$ cat src/rtl/pinmux_port.sv
module pinmux_port #(
  parameter int ADDR_W = 8,
  parameter logic [ADDR_W-1:0] DATA_OFS = 'h28,
  parameter logic [ADDR_W-1:0] DIR_OFS  = 'h2A
) (
  input  logic              clk,
  input  logic              rst_n,
  input  logic [ADDR_W-1:0] addr,
  input  logic              wr_en,
  input  logic [7:0]        wdata,
  output logic [7:0]        rdata,
  input  logic [7:0]        pin_in,
  output logic [7:0]        pad_out,
  output logic [7:0]        pad_oe,
  output logic [7:0]        pad_od,
  input  logic              canb_en,
  input  logic              canb_tx,
  output logic              canb_rx,
  input  logic              i2c_en,
  input  logic              i2c_scl_o,
  input  logic              i2c_sda_o,
  output logic              i2c_scl_i,
  output logic              i2c_sda_i,
  input  logic              cana_en,
  input  logic              cana_tx,
  output logic              cana_rx
);
  localparam logic [7:0] IMPL = 8'hC3;

  logic [7:0] port_q, dir_q, meta_q, sync_q;
  logic       own_b, own_i, own_a;

  assign own_b = canb_en;
  assign own_i = i2c_en & ~canb_en;
  assign own_a = cana_en & ~canb_en & ~i2c_en;

  always_ff @(posedge clk)
    if (wr_en && addr == DATA_OFS) port_q <= wdata & IMPL;

  always_ff @(posedge clk or negedge rst_n)
    if (!rst_n) begin
      dir_q  <= '0;
      meta_q <= '0;
      sync_q <= '0;
    end else begin
      if (wr_en && addr == DIR_OFS) dir_q <= wdata & IMPL;
      meta_q <= pin_in & IMPL;
      sync_q <= meta_q;
    end

  always_comb begin
    pad_out = port_q & IMPL;
    pad_oe  = dir_q & IMPL;
    pad_od  = '0;
    if (own_b || own_a) begin
      pad_out[7] = own_b ? canb_tx : cana_tx;
      pad_oe[7]  = 1'b1;
      pad_out[6] = 1'b0;
      pad_oe[6]  = 1'b0;
    end else if (own_i) begin
      pad_out[7:6] = 2'b00;
      pad_oe[7:6]  = {~i2c_scl_o, ~i2c_sda_o};
      pad_od[7:6]  = 2'b11;
    end
  end

  always_comb begin
    rdata = '0;
    if (addr == DATA_OFS)     rdata = ((port_q & dir_q) | (sync_q & ~dir_q)) & IMPL;
    else if (addr == DIR_OFS) rdata = dir_q;
  end

  assign canb_rx   = own_b ? sync_q[6] : 1'b1;
  assign cana_rx   = own_a ? sync_q[6] : 1'b1;
  assign i2c_sda_i = own_i ? sync_q[6] : 1'b1;
  assign i2c_scl_i = own_i ? sync_q[7] : 1'b1;
endmodule

$ cat config.mk
export PLATFORM = sky130hd
export DESIGN_NAME = pinmux_port
export DESIGN_NICKNAME = d
export VERILOG_FILES = /design/src/rtl/pinmux_port.sv
export SDC_FILE = /design/constraint.sdc
export NUM_CORES = 1
export LEC_CHECK = 0
export CAP_MARGIN = 0
export CELL_PAD_IN_SITES_DETAIL_PLACEMENT = 1
export CELL_PAD_IN_SITES_GLOBAL_PLACEMENT = 1
export CORE_MARGIN = 4
export CORE_UTILIZATION = 23
export DETAILED_ROUTE_END_ITERATION = 8
export PLACE_DENSITY_LB_ADDON = 0.1
export SETUP_SLACK_MARGIN = 0.15
export SYNTH_ARGS = -nofsm -noshare
export SYNTH_HDL_FRONTEND = slang
export SYNTH_SLANG_ARGS = --single-unit
export TNS_END_PERCENT = 1
$ cat constraint.sdc
create_clock -name clk -period 1.8 [get_ports clk]
set_input_delay 0.45 -clock clk [delete_from_list [all_inputs] [get_ports clk]]
set_output_delay 0.45 -clock clk [all_outputs]
set_load 0.01 [all_outputs]
==> impl_results.rst, run 1 <==
.. list-table::
   :header-rows: 1

   * - Metric
     - Value
   * - Nets
     - ~170
   * - Crit Reg-Reg Startpoint
     - dir_q[7]
   * - Max Clock Skew
     - 0.00168 ns
   * - Worst supply voltage drop on vdd
     - 0.000440 V
   * - Min Tclk post-route
     - 1.78 ns
   * - Sum of net half-perimeters after detailed placement
     - approximately 1.9 mm
   * - Filler instances
     - approximately 420
   * - WP data required
     - around 1.4 ns
   * - Top post-synthesis cells by area
     - sky130_fd_sc_hd__dfrtp_1 34%, sky130_fd_sc_hd__buf_4 20%, sky130_fd_sc_hd__edfxtp_1 14%, sky130_fd_sc_hd__mux2_2 5.1%, sky130_fd_sc_hd__a21oi_1 3.4%
   * - Clock tree root driver cell
     - sky130_fd_sc_hd__clkbuf_8
   * - Kind of launch point of the worst setup path
     - flop
   * - Portion of netlist area occupied by mux cells
     - about 6.3%
   * - Number of DRC violations after detailed-routing iteration 0
     - 10
   * - Cell depth of the worst min-delay path
     - 0
   * - Cts bufs inserted
     - 3
   * - Area grow syn2layout
     - 70.8%
   * - Delay-heaviest family, CP
     - simple AND/OR/NAND/NOR gates
   * - Worst setup startpoint
     - sync_q[6]
   * - Leakage power total
     - between 0.0007 and 0.0008 µW
   * - Chip Width
     - around 70 µm
   * - Cell Pwr Density
     - roughly 600 mW/mm²
   * - Crit path DAT
     - between 1 and 1.5 ns
   * - I/O pin count
     - 70
   * - Simple-gate portion of the synthesized area
     - a little under a fifth
   * - Share of final-layout standard cells stronger than drive strength 1
     - a little under half
   * - Vias after detailed routing
     - ~750
   * - Synthesized cell area
     - just under 900 µm²
   * - Clock sink count
     - 16
   * - TritonCTS clock tree
     - built
   * - Starting utilization of the core area
     - around a quarter
   * - Sort of element at the end of the critical path
     - primary output
   * - Total Die Area
     - just under 0.005 mm²
   * - Met1 Resource Use GR
     - 11.1%
   * - GRT busiest layer
     - met2
   * - Core area
     - ~0.0037 mm²
   * - Result of the run
     - complete, no violations
   * - Rel. slew slack
     - 63.3%
   * - Clock insertion delay at the later pin of the skew report
     - between 0.2 and 0.3 ns
   * - Mean number of vias per cell
     - approximately 4
   * - Post-Place Setup Slack
     - -0.817 ns
   * - Share of the synthesized area in the top cell type
     - 34.2%
   * - Adder-cell share of the synthesized area
     - 0%
   * - Ant. Diodes
     - 0
   * - Met3 global-route usage
     - 2.61%
   * - Critical path buffers and inverters
     - 1
   * - Complex-gate fraction of the synthesized area
     - 6.56%
   * - DRC Markers
     - 0
   * - Library cells used by synthesis
     - 23
   * - Placer Congestion
     - between 0.6 and 0.7
   * - Maximum number of pins on one net before global-route repair
     - 13
   * - Routed Wire Length
     - between 2 and 2.5 mm
   * - Row count
     - 22
   * - Worst path max stage delay
     - 0.53 ns
   * - Met2 track demand over resource
     - roughly 17%
   * - Setup repair after global routing missed its margin
     - true
   * - Final standard cell count with taps included and fillers excluded
     - 186
   * - Antenna violations before repair
     - 0
   * - Tot GR Track Use
     - slightly below 10%
   * - Placed cell count
     - approximately 180
   * - Ordered cell list for the critical path
     - or4b_4 -> buf_6
   * - Total iterations of the first detailed-routing run
     - 4
   * - Yosys warning count
     - 0
   * - Maximum Capacitance Violations
     - 0
   * - Leftover overflow at the end of global routing
     - 0
   * - Sequential area share after synthesis
     - between 40% and 50%
   * - Final hold violation count
     - 0
   * - Upper clock frequency limit
     - about 560 MHz
   * - Fin crit share
     - 99.1%
   * - Length in cells of the worst reg-to-reg path
     - 2
   * - Area taken by multi-input logic gates
     - around 430 µm²
   * - Max-slew violation total from the final report
     - 0
   * - Register bit total from synthesis
     - 16
   * - First-pass GRT wire length
     - 3.73 mm
   * - Synth Area per Inst
     - 11.1 µm²
   * - Standard cell with the maximum stage delay on the critical path
     - sky130_fd_sc_hd__or4b_4
   * - Register area
     - between 400 and 500 µm²
   * - Number of stages on the worst setup path
     - 2
   * - Worst hold-check path type
     - reg -> reg
   * - Startpoint of the most critical hold path
     - meta_q[7]
   * - Largest family of logic cells by synthesized area
     - buffers and inverters
   * - Maximum clock insertion buffer count
     - 2
   * - H-Tree Level Count
     - 1
   * - Share of the synthesized netlist area taken by xor and xnor gates
     - 0%
   * - Critical-path maximum fanout
     - 4
   * - Post-route worst setup slack
     - ~0.016 ns
   * - Post-route antenna net violation count
     - 0
   * - Wirelength per Cell
     - between 10 and 15 µm
   * - Buffers added on ports
     - 43
   * - Slew at the pin closest to its max-slew limit
     - roughly 0.55 ns
   * - Number of setup violations in the final report
     - 0
   * - Setup Crit Path Kind
     - reg -> out
   * - Area leader, netlist
     - sky130_fd_sc_hd__dfrtp_1
   * - Number of global-route vias before repair
     - between 700 and 800
   * - Number of standard cells after synthesis
     - between 70 and 80
   * - Vertical extent of the die
     - 69.8 µm
   * - CTS clock-pin slew for the worst setup and hold paths
     - around 0.06 ns
   * - Cts hold-fix bufs
     - 0
cells in the mapped netlist (all sizes together):
master	n
buf	24
dfrtp	12
a21oi	6
edfxtp	4
mux2	4
o21ai	4
nand2	3
nand2b	3
nor3b	3
or3b	3
nor2	2
nor4b	2
conb	1
inv	1
mux2i	1
nand4	1
nor2b	1
nor3	1
o31ai	1
or2	1
or4b	1
sequential cells by signal, summed over array words and instances, names as in the netlist:
register  count
dir_q         4
meta_q        4
port_q        4
sync_q        4
power breakdown:
group	internal [µW]	leakage, µW	total [µW]	switching [µW]
clock	194	0.0000288	316	122
sequential	386	0.000184	392	6.64
combinational	102	0.000537	184	81.6
routing by layer:
metal / wire length, µm / part of all wire, % / up-vias
met3: 178 / 7.6 / 4
met4: 28 / 1.2 / 0
met5: 0 / 0 / -
met2: 1230 / 52 / 35
met1: 911 / 39 / 360
li1: - / - / 348
final timing paths:
kind / to / slack [ns]
worst max-delay path: cana_rx / 0.02
worst min-delay path: sync_q[7] / 0.35
worst max register to register: dir_q[7] / 0.89
worst min register to register: sync_q[7] / 0.35
max in group asynchronous: dir_q[1] / 0.88
min in group asynchronous: meta_q[0] / 0.56
metrics by stage:
step / TNS (ns) / total power, µW / util (%) / cell area [µm²] / hold WS (ns)
after detailed placement: -11.27 / 569 / 37.3 / 1360 / 0.337
after global routing: -0.0891 / 931 / 40.9 / 1500 / 0.368
after floorplan: 0 / 483 / - / 946 / 0.154
final: 0 / 892 / 40.9 / 1500 / 0.350
after CTS: 0 / 898 / 40.1 / 1470 / 0.350
after global placement: -11.14 / 566 / 37.3 / 1360 / 0.333
what timing repair did:
action | in CTS | in global routing
gates resized for setup | 90 | 31
endpoints found under the setup margin | 23 | 16
pin swaps | 6 | 8
setup buffers | 4 | 1
hold endpoints to repair | 0 | 0
worst register-to-register path, delay by kind of cell (launching register included):
| kind | cells | cell delay, ns |
|---|---|---|
| buf+inv | 1 | 0.14 |
| flops | 1 | 0.40 |
| mux | 1 | 0.25 |
placed cells by master, fill, tap and decap left out, drive strengths merged:
cell type / netlist / routed
a21oi: 6 / 6
buf: 24 / 35
clkbuf: 0 / 9
clkdlybuf4s15: 0 / 3
clkdlybuf4s50: 0 / 14
conb: 1 / 18
dfrtp: 12 / 12
dlygate4sd2: 0 / 2
dlymetal6s2s: 0 / 3
edfxtp: 4 / 4
inv: 1 / 1
mux2: 4 / 4
mux2i: 1 / 1
nand2: 3 / 3
nand2b: 3 / 3
nand4: 1 / 1
nor2: 2 / 2
nor2b: 1 / 1
nor3: 1 / 1
nor3b: 3 / 3
nor4b: 2 / 2
o21ai: 4 / 4
o31ai: 1 / 1
or2: 1 / 1
or3b: 3 / 3
or4b: 1 / 1
final cells by class:
cell class / instances / share of cell area (%)
sequential: 16 / 28.1
inverter: 1 / 0.251
timing repair buffer: 62 / 35.1
multi-input combinational: 55 / 28.9
clock buffer: 4 / 3.68
tap: 48 / 4.01
kinds of logic (layout without fill, tap and decap cells):
family,after synthesis,count (layout)
buf+inv,25,67
simple gates,21,21
flops,16,16
compound gates,11,11
mux,5,5
other cells,1,18
Note: power is estimated with default switching activity, not from simulation.
==> run 2, diff against run 1 <==
--- a/config.mk
+++ b/config.mk
@@ -11,6 +11,7 @@
 export CORE_MARGIN = 4
 export CORE_UTILIZATION = 23
 export DETAILED_ROUTE_END_ITERATION = 8
+export MAX_ROUTING_LAYER = met4
 export PLACE_DENSITY_LB_ADDON = 0.1
 export SETUP_SLACK_MARGIN = 0.15
 export SYNTH_ARGS = -nofsm -noshare
==> results of run 2 <==
Final layout, timing and power as in run 1 (identical DEF).
Main changes from that run: final weighted congestion in routability-driven placement 0.693 -> 0.700; overall routing resource usage 9.74% -> 10.0%
==> run 3, diff against run 2 <==
==> config.mk (replaced) <==
export PLATFORM = sky130hd
export DESIGN_NAME = pinmux_port
export DESIGN_NICKNAME = d
export VERILOG_FILES = /design/src/rtl/pinmux_port.sv
export SDC_FILE = /design/constraint.sdc
export NUM_CORES = 1
export LEC_CHECK = 0
export CAP_MARGIN = 0
export CORE_MARGIN = 4
export CORE_UTILIZATION = 32
export DETAILED_ROUTE_END_ITERATION = 8
export HOLD_SLACK_MARGIN = 0.05
export MAX_ROUTING_LAYER = met4
export PLACE_DENSITY = 0.79
export SETUP_SLACK_MARGIN = 0.15
export SLEW_MARGIN = 25
export SYNTH_ARGS = -nofsm -noshare
export SYNTH_HDL_FRONTEND = slang
export SYNTH_SLANG_ARGS = --single-unit
export TNS_END_PERCENT = 1
==> run 3 against run 2 <==
The flow now finishes with violations (negative setup slack). Largest cell class unchanged. Utilization is 18 points higher. Critical path type unchanged. Sequential power is essentially flat. Largest power group unchanged. Register-to-register slack got worse by 0.13 ns. Non-clock buffer count rose by 7. Combinational power up 5%. Sequential share of layout area is 0.26 points lower. Via count did not move. Global-route usage increased by 2.8 points.
==> impl_results.rst, run 3 (synthesis gave the netlist of run 1 again) <==
.. list-table::
   :header-rows: 1

   * - Metric
     - Value
   * - Commonest non-fill, non-tap cells in the layout
     - 18 x sky130_fd_sc_hd__conb_1, 17 x sky130_fd_sc_hd__buf_4, 16 x sky130_fd_sc_hd__buf_2
   * - Placed cell count
     - 157 (-11%)
   * - Maximum clock insertion buffer count
     - 2 (unchanged)
   * - Cts hold-fix bufs
     - 0 (unchanged)
   * - Ant. Diodes
     - 0 (unchanged)
   * - Mean number of vias per cell
     - 4.27 (+6.3%)
   * - Clock tree root driver cell
     - sky130_fd_sc_hd__clkbuf_4
   * - Register area
     - 420 µm² (unchanged)
   * - Startpoint of the most critical hold path
     - meta_q[7]
   * - Critical-path maximum fanout
     - 3 (-1)
   * - Area taken by multi-input logic gates
     - 448 µm² (+3.5%)
   * - Buffers added on ports
     - 43 (unchanged)
   * - Antenna violations before repair
     - 0 (unchanged)
   * - Total iterations of the first detailed-routing run
     - 3 (-1)
   * - Maximum Capacitance Violations
     - 0 (unchanged)
   * - Rel. slew slack
     - 65.3% (+1.9 points)
   * - Fin crit share
     - 100% (+1.3 points)
   * - Result of the run
     - complete, but fails checks
   * - Slew at the pin closest to its max-slew limit
     - 0.519 ns (-0.0289 ns)
   * - Upper clock frequency limit
     - 554 MHz (-1.3%)
   * - Starting utilization of the core area
     - 34.5% (+11 points)
   * - Sort of element at the end of the critical path
     - primary output
   * - Vias after detailed routing
     - 747 (unchanged)
   * - Met1 Resource Use GR
     - 12.4% (+1.2 points)
   * - Met3 global-route usage
     - 1.49% (-1.1 points)
   * - Worst hold-check path type
     - reg -> reg
   * - Area grow syn2layout
     - 72.3%
   * - Capturing point of the worst reg2reg path
     - dir_q[7]
   * - Nets
     - 180 (+4.0%)
   * - Max Clock Skew
     - 0.00227 ns (+0.000590 ns)
   * - Chip Width
     - 60.4 µm (-13%)
   * - Worst supply voltage drop on vdd
     - 0.000410 V (-6.8%)
   * - Core area
     - 0.00254 mm² (-30%)
   * - Endpoint of the worst hold-timing path
     - sync_q[7]
   * - Worst-case hold slack
     - 0.353 ns (+0.00321 ns)
   * - Share of final-layout standard cells stronger than drive strength 1
     - 51.7% (+3.9 points)
   * - Sum of net half-perimeters after detailed placement
     - 1.62 mm (-12%)
   * - Setup repair after global routing missed its margin
     - true
   * - Register-to-register path setup slack
     - 0.76 ns (-0.13 ns)
   * - Routed Wire Length
     - 2.27 mm (-3.5%)
   * - First-pass GRT wire length
     - 3.33 mm (-11%)
   * - Number of global-route vias before repair
     - 744 (-6.9%)
   * - Post-route antenna net violation count
     - 0 (unchanged)
   * - TritonCTS clock tree
     - built
   * - Crit path DAT
     - 1.36 ns (+0.03 ns)
   * - Post-route worst setup slack
     - -0.00663 ns (-0.0228 ns)
   * - Row count
     - 18 (-18%)
   * - Leakage power total
     - 0.000738 µW (-1.6%)
   * - Filler instances
     - 218 (-49%)
   * - Placer Congestion
     - 0.814
   * - Fraction of the core area covered by cells at the end of the flow
     - 59.4% (+18 points)
   * - Final Cell Area
     - 0.00151 mm² (+0.92%)
   * - DRC Markers
     - 0 (unchanged)
   * - Number of setup violations in the final report
     - 1 (+1)
   * - Cts bufs inserted
     - 3 (unchanged)
   * - Setup_tns
     - -0.00663 ns (-0.00663 ns)
   * - Maximum number of pins on one net before global-route repair
     - 13 (unchanged)
   * - Crit Reg-Reg Startpoint
     - dir_q[7]
   * - Most frequent standard cell in the layout excluding fill and tap cells
     - sky130_fd_sc_hd__conb_1
   * - I/O pin count
     - 70 (unchanged)
   * - CTS clock-pin slew for the worst setup and hold paths
     - 0.08 ns (+0.02 ns)
   * - Vertical extent of the die
     - 60.4 µm (-13%)
   * - Area after detailed placement
     - 0.00133 mm² (-2.8%)
   * - Leftover overflow at the end of global routing
     - 0 (unchanged)
   * - Clock sink count
     - 16 (unchanged)
   * - Wirelength per Cell
     - 13.0 µm (+2.5%)
   * - Total Die Area
     - 0.00364 mm² (-25%)
   * - Max-slew violation total from the final report
     - 0 (unchanged)
   * - Final hold violation count
     - 0 (unchanged)
   * - Number of DRC violations after detailed-routing iteration 0
     - 10 (unchanged)
   * - Kind of launch point of the worst setup path
     - flop
   * - Setup Crit Path Kind
     - reg -> out
   * - GRT busiest layer
     - met2
   * - Min Tclk post-route
     - 1.81 ns (+0.0228 ns)
   * - Clock insertion delay at the later pin of the skew report
     - 0.27 ns (+0.02 ns)
   * - Cell depth of the worst min-delay path
     - 0 (unchanged)
   * - Met2 track demand over resource
     - 25.9% (+9.0 points)
   * - Length in cells of the worst reg-to-reg path
     - 3 (+1)
   * - Failing checks
     - negative setup slack
   * - Final standard cell count with taps included and fillers excluded
     - 175 (-5.9%)
   * - H-Tree Level Count
     - 1 (unchanged)
   * - Cell Pwr Density
     - 504 mW/mm² (-15%)
   * - WP data required
     - 1.35 ns (about the same)
   * - Tot GR Track Use
     - 12.8%
[run 3: cell count changes in the layout (fill, tap and decap cells not counted), sizes merged]
cell,previous run,this run
clkinv,0,1
buf,35,47
clkbuf,9,5
dlygate4sd2,2,4
clkdlybuf4s15,3,2
clkdlybuf4s50,14,13
dlymetal6s2s,3,1
[run 3: per-stage QoR]
| step | setup slack, ns | power [µW] |
|---|---|---|
| 2_1_floorplan | 0.152 | 483 |
| 3_3_place_gp | -0.775 | 560 |
| 3_5_place_dp | -0.832 | 564 |
| 4_1_cts | -0.0141 | 761 |
| 5_1_grt | -0.0557 | 801 |
| 6_report | -0.00663 | 762 |
[run 3: per-layer routing]
metal  share of wire (%)  vias up  wire length, µm
li1                    -      365                -
met1                  33      337              758
met2                  56       42             1260
met4                0.75        0               17
met5                   0        -                0
met3                  10        3              232
[run 3: what timing repair did]
action | CTS | global route
resized for setup | 128 | 10
cloned | 0 | 0
setup buffers | 13 | 1
endpoints found under the setup margin | 25 | 19
pin swaps | 11 | 3
endpoints found under the hold margin | 0 | 0
[run 3: final cells by class]
type / count / area share (%)
tap: 30 / 2.48
timing repair buffer: 69 / 38.1
clock buffer: 3 / 1.49
sequential: 16 / 27.8
clock inverter: 1 / 0.248
multi-input combinational: 55 / 29.6
inverter: 1 / 0.248
[run 3: worst max-delay path: stages, from the launching register on]
cell	delay (ns)
sky130_fd_sc_hd__dfrtp_1	0.42
sky130_fd_sc_hd__or4b_4	0.53
sky130_fd_sc_hd__buf_6	0.14
[run 3: how the worst max path moves through the flow]
stage                    from       end  slack [ns]  depth (start not counted)
floorplan             addr[1]  rdata[1]        0.15                          3
global placement      addr[4]  rdata[0]       -0.78                          5
detailed placement    addr[4]  rdata[6]       -0.83                          5
CTS                 sync_q[6]  rdata[6]       -0.01                          3
global route         dir_q[7]  rdata[7]       -0.06                          3
finish              sync_q[6]   cana_rx      -0.007                          2
[run 3: where the power goes]
part	switching, µW	internal, µW
clock	96.0	80.3
sequential	6.87	385
combinational	83.7	110
